[src/rtl/mmx_pkg.sv]
package mmx_pkg;
  localparam int NS    = 2;
  localparam int TGT_W = $clog2(NS + 1);
endpackage

[src/rtl/mmx_decode.sv]
module mmx_decode import mmx_pkg::*; #(
  parameter int ADDR_W = 16,
  parameter int unsigned BASE [NS] = '{32'h0000, 32'h1000},
  parameter int unsigned SZ   [NS] = '{8, 10}
) (
  input  logic [ADDR_W-1:0]    addr_i,
  output logic [NS-1:0]        hit_o,
  output logic [NS*ADDR_W-1:0] off_o,
  output logic [TGT_W-1:0]     tgt_o
);
  for (genvar i = 0; i < NS; i++) begin : g_win
    localparam logic [ADDR_W-1:0] BASE_V = ADDR_W'(BASE[i]);
    localparam logic [ADDR_W-1:0] MASK   = ADDR_W'((64'd1 << SZ[i]) - 64'd1);
    assign hit_o[i] = (addr_i & ~MASK) == (BASE_V & ~MASK);
    assign off_o[i*ADDR_W +: ADDR_W] = addr_i & MASK;
  end

  // target index, NS meaning no window matched
  always_comb begin
    tgt_o = TGT_W'(NS);
    for (int i = NS - 1; i >= 0; i--) begin
      if (hit_o[i]) tgt_o = TGT_W'(i);
    end
  end
endmodule

[src/rtl/mmx_waitgen.sv]
module mmx_waitgen #(
  parameter int CNT_W = 2
) (
  input  logic             clk,
  input  logic             rst_n,
  input  logic             req_i,
  input  logic [CNT_W-1:0] lim_i,
  output logic             wait_o,
  output logic             acc_o
);
  logic [CNT_W-1:0] cnt_q, cnt_d;
  logic             cnt_en;

  assign wait_o = req_i && (cnt_q < lim_i);
  assign acc_o  = req_i && !wait_o;

  always_comb begin
    cnt_en = req_i;
    cnt_d  = wait_o ? cnt_q + 1'b1 : '0;
  end

  always_ff @(posedge clk or negedge rst_n) begin
    if (!rst_n)      cnt_q <= '0;
    else if (cnt_en) cnt_q <= cnt_d;
  end
endmodule

[src/rtl/mmx_rdpipe.sv]
module mmx_rdpipe import mmx_pkg::*; #(
  parameter int LAT = 2
) (
  input  logic             clk,
  input  logic             rst_n,
  input  logic             push_i,
  input  logic [TGT_W-1:0] tgt_i,
  output logic             vld_o,
  output logic [TGT_W-1:0] tgt_o
);
  logic [LAT-1:0]   v_q, v_d;
  logic [TGT_W-1:0] t_q [LAT];
  logic [TGT_W-1:0] t_d [LAT];

  always_comb begin
    v_d[0] = push_i;
    t_d[0] = tgt_i;
    for (int k = 1; k < LAT; k++) begin
      v_d[k] = v_q[k-1];
      t_d[k] = t_q[k-1];
    end
  end

  always_ff @(posedge clk or negedge rst_n) begin
    if (!rst_n) begin
      v_q <= '0;
      for (int k = 0; k < LAT; k++) t_q[k] <= '0;
    end else begin
      v_q <= v_d;
      for (int k = 0; k < LAT; k++) t_q[k] <= t_d[k];
    end
  end

  assign vld_o = v_q[LAT-1];
  assign tgt_o = t_q[LAT-1];
endmodule

[src/rtl/mmx_fabric.sv]
module mmx_fabric import mmx_pkg::*; #(
  parameter int ADDR_W = 16,
  parameter int DATA_W = 32,
  parameter int unsigned BASE    [NS] = '{32'h0000, 32'h1000},
  parameter int unsigned SZ      [NS] = '{8, 10},
  parameter int unsigned RD_WAIT [NS] = '{1, 0},
  parameter int unsigned WR_WAIT [NS] = '{2, 1},
  parameter int RD_LAT = 2
) (
  input  logic                 clk,
  input  logic                 rst_n,
  input  logic [ADDR_W-1:0]    m_addr,
  input  logic                 m_read,
  input  logic                 m_write,
  input  logic [DATA_W-1:0]    m_wdata,
  output logic [DATA_W-1:0]    m_rdata,
  output logic                 m_wait,
  output logic                 m_rdv,
  output logic [NS-1:0]        slv_sel,
  output logic [NS-1:0]        slv_rd,
  output logic [NS-1:0]        slv_wr,
  output logic [NS*ADDR_W-1:0] slv_addr,
  output logic [NS*DATA_W-1:0] slv_wdata,
  input  logic [NS*DATA_W-1:0] slv_rdata
);
  function automatic int max_wait();
    int m;
    m = 0;
    for (int i = 0; i < NS; i++) begin
      if (int'(RD_WAIT[i]) > m) m = int'(RD_WAIT[i]);
      if (int'(WR_WAIT[i]) > m) m = int'(WR_WAIT[i]);
    end
    return m;
  endfunction

  localparam int MAXW  = max_wait();
  localparam int CNT_W = (MAXW < 1) ? 1 : $clog2(MAXW + 1);

  logic [NS-1:0]    hit;
  logic [TGT_W-1:0] tgt, ret_tgt;
  logic [CNT_W-1:0] lim;
  logic             acc, ret_vld;

  mmx_decode #(.ADDR_W(ADDR_W), .BASE(BASE), .SZ(SZ)) u_dec (
    .addr_i (m_addr),
    .hit_o  (hit),
    .off_o  (slv_addr),
    .tgt_o  (tgt)
  );

  // stall budget of the addressed slave for the current direction
  always_comb begin
    lim = '0;
    for (int i = 0; i < NS; i++) begin
      if (tgt == TGT_W'(i)) lim = m_write ? CNT_W'(WR_WAIT[i]) : CNT_W'(RD_WAIT[i]);
    end
  end

  mmx_waitgen #(.CNT_W(CNT_W)) u_wait (
    .clk    (clk),
    .rst_n  (rst_n),
    .req_i  (m_read | m_write),
    .lim_i  (lim),
    .wait_o (m_wait),
    .acc_o  (acc)
  );

  mmx_rdpipe #(.LAT(RD_LAT)) u_rpipe (
    .clk    (clk),
    .rst_n  (rst_n),
    .push_i (acc & m_read & ~m_write),
    .tgt_i  (tgt),
    .vld_o  (ret_vld),
    .tgt_o  (ret_tgt)
  );

  for (genvar i = 0; i < NS; i++) begin : g_slv
    assign slv_sel[i] = hit[i];
    assign slv_rd[i]  = hit[i] & m_read;
    assign slv_wr[i]  = hit[i] & m_write;
    assign slv_wdata[i*DATA_W +: DATA_W] = hit[i] ? m_wdata : '0;
  end

  // return path: unmapped reads and idle cycles yield zero
  always_comb begin
    m_rdata = '0;
    for (int i = 0; i < NS; i++) begin
      if (ret_vld && ret_tgt == TGT_W'(i)) m_rdata = slv_rdata[i*DATA_W +: DATA_W];
    end
  end

  assign m_rdv = ret_vld;
endmodule

[config.mk]
export PLATFORM = sky130hd
export DESIGN_NAME = mmx_fabric
export DESIGN_NICKNAME = d
export VERILOG_FILES = /design/src/rtl/mmx_pkg.sv /design/src/rtl/mmx_decode.sv /design/src/rtl/mmx_waitgen.sv /design/src/rtl/mmx_rdpipe.sv /design/src/rtl/mmx_fabric.sv
export SDC_FILE = /design/constraint.sdc
export NUM_CORES = 1
export LEC_CHECK = 0
export ABC_AREA = 1
export CAP_MARGIN = 15
export CORE_AREA = 4 4 96 98
export CTS_BUF_LIST = sky130_fd_sc_hd__clkbuf_8
export CTS_CLUSTER_SIZE = 24
export DETAILED_ROUTE_END_ITERATION = 12
export DIE_AREA = 0 0 100 102
export GPL_TIMING_DRIVEN = 1
export PLACE_DENSITY = 0.83
export SYNTH_ARGS = -nofsm -noshare
export SYNTH_HDL_FRONTEND = slang
export SYNTH_SLANG_ARGS = --single-unit
[constraint.sdc]
create_clock -name clk -period 1.2 [get_ports clk]
set_input_delay 0.12 -clock clk [delete_from_list [all_inputs] [get_ports clk]]
set_output_delay 0.12 -clock clk [all_outputs]
set_load 0.02 [all_outputs]
==> impl_results.md <==
- Worst setup margin: -454 ps
- GRT overflow: 0
- Die ar.: 10,200 sq um
- Hold bufs inserted after CTS: 0
- Area Overhead vs Synth: 206%
- HPWL after detailed placement: 6.52 mm
- Share of layout cells above drive strength 1: 0.514
- Pwr per Cell Area: 275 nW/um^2
- Placed Area: 3800 sq um
- Share of the synthesized area in the top cell type: 0.168
- Status: finished with violations
- ANT cells: 0
- Worst path slowest cell: nor3_4
- CTS tree: done
- Initial antenna violation count: 0
- CP delay by family, top: buffers and inverters
- CTS H-tree lvls: 1
- Hold WC Path Type: primary input to async pin
- RePlAce Congestion: 0.768
- Mapped cell area: 1610 sq um
- Routed len/inst: 18.6 microns
- Period minus WS final: 1650 ps
- Upper clock frequency limit: 604 MHz
- Clk slew on worst S/H paths: 40 ps
- Post-Synthesis Cells: 293
- Clock sinks: 8
- Die width: 100 microns
- Setup-failing EPs final: 102
- GRT Total Usage: 0.164
- Cell taking the most area after synthesis: inv_1
- Antenna Violating Nets Remaining: 0
- Sequential area share after synthesis: 0.125
- Max VDD drop: 0.200 mV
- Placed cells: 602
- CORE AREA: 8470 sq um
- Vias/cell: 4.49
- #FFs+latches synth: 8
- RSZ-0062 raised after global routing: true
- Final hold vios: 0
- Synth cell types: 22
- Startpoint Class: primary input
- Critical Path Fanout Max: 6
- Reg2Reg Setup Slack: -160 ps
- Synth warn: 0
- I/O pin total: 252
- I/O Buffers: 213
- Slew Viols, Final: 0
- CTS Buf Count: 3
- Vias post-DR: 2,897
- Initial DRT Pass Iterations: 4
- Crit path kind: primary input to output pin
- Clk_lat worst skew: 220 ps
- Synth Area per Inst: 5.48 sq um
- WL final: 12.0 mm
- First-pass GRT wire length: 13.3 mm
- Violations in the final reports: negative setup slack
- Fin Setup TNS: -24,000 ps
- Crit-path max cell delay: 230 ps
- CTS Buffer Depth: 2
- Height of the die: 102 microns
- Largest net degree at the start of global routing: 34
- Worst Clk Skew: 0.165 ps
- CP arrival: 1530 ps
- Lkg Pwr: 0.00235 uW
- Root Buffer: clkbuf_8
- Hold Worst Slack: 173 ps
- Final layout net count: 656
- Fin crit share: 1.38
- CP Buf/Inv Count: 6
- CP required: 1080 ps
- Maxcap violations: 0
- # rows: 34
- Final Non-Filler Cells: 645
- # DRC: 0
- Vias in the first global route: 2,819
- Setup crit end kind: output pin
- Largest cells by area after synthesis: inv_1, nor2_1, buf_4
- Violation count after the first detailed-route iteration: 51
- Critical path cell sequence: buf_6 > nor2_4 > nand2_4 > buf_4 > nor3_4 > inv_4 > buf_16 > buf_4 > nor2_4 > buf_6
- Post-route cell area: 4920 sq um
- Initial Util: 0.190
[power breakdown]
part / internal [uW] / leakage, uW / switching, uW
clock: 216 / 0.0000216 / 95.9
combinational: 418 / 0.00223 / 344
sequential: 277 / 0.0000993 / 4.01
[registers in the layout, summed over array words and instances, names as in the netlist]
signal / flops
u_rpipe.v_q: 2
u_wait.cnt_q: 2
u_rpipe.tgt_o: 2
u_rpipe.t_d: 2
[layout make-up]
type,instances,area (sq um)
sequential,8,200
clock buffer,3,41.3
timing repair buffer,276,2890
tap,108,135
fill,686,3540
inverter,74,283
multi-input combinational,176,1370
[routing by layer]
metal,vias up,part of all wire,track usage
met5,-,0,0
met4,0,0.058,0.0725
met3,55,0.10,0.0648
met2,205,0.54,0.308
met1,1325,0.30,0.160
li1,1312,-,-
[synth_stat cells]
master and n:
nor2_2 3, dfrtp_1 8, conb_1 1, inv_1 72
clkbuf_1 8, nor2_4 3, nand2_4 1, nand3_1 32
inv_2 2, nand3b_1 1, buf_6 6, nand2_1 6
ha_1 1, nand4_1 3, buf_2 2, buf_4 32
nor3_4 1, xor2_1 1, nor3_1 1, nand2_2 5
nor2_1 72, o21ai_0 32
[repair_timing]
action                                  4_1_cts  5_1_grt
endpoints found under the setup margin      109      105
gates resized for setup                     651      215
gates cloned                                  3        1
pin swaps                                    14       11
buffers inserted                             16       20
[metrics by stage]
stage	power [uW]	worst slack (ps)	util
finish	1360	-454	0.581
global route	1430	-487	0.581
CTS	1280	-321	0.509
detailed placement	898	-1150	0.449
global placement	885	-1130	0.449
floorplan	567	-335	-
[worst paths after layout]
check	from	endpoint	cells after the start
max in group asynchronous	rst_n	u_rpipe.tgt_o[0]$_DFF_PN0_	1
max reg2reg	u_wait.cnt_q[1]$_DFFE_PN0P_	u_wait.cnt_q[0]$_DFFE_PN0P_	7
max	m_addr[14]	slv_wdata[32]	10
min in group clk	m_addr[1]	slv_addr[17]	0
min reg2reg	u_rpipe.t_d[0]$_DFF_PN0_	u_rpipe.tgt_o[0]$_DFF_PN0_	0
min	rst_n	u_rpipe.v_q[1]$_DFF_PN0_	1
[worst reg2reg max path, cell delays in order, from the launching register on]
cell and delay (ps):
dfrtp_1 410, ha_4 290, nand2_4 50, buf_4 130, buf_4 130, buf_6 110, nand4_1 70, nand2_1 60
[cells in the final DEF (no fill, tap or decap), drive strengths merged]
cell	instances
o21ai	32
nor2	78
clkbuf	5
clkdlybuf4s50	100
dlygate4sd2	1
nand2	12
nand3	32
ha	1
nand3b	1
dfrtp	8
nand4	3
conb	14
clkdlybuf4s15	1
xor2	1
buf	172
inv	74
nor3	2
[kinds of logic (layout without fill, tap and decap cells)]
kind of cell               Yosys count  count (layout)  synth area share
and+or+nand+nor                    128             128             0.371
buffers and inverters              122             353             0.389
DFF                                  8               8             0.125
adders and majority gates            1               1           0.00779
AOI/OAI and AO/OA                   32              32            0.0997
other                                1              14           0.00233
xor gates and xnor gates             1               1           0.00545
(Power assumes the default switching activity.)
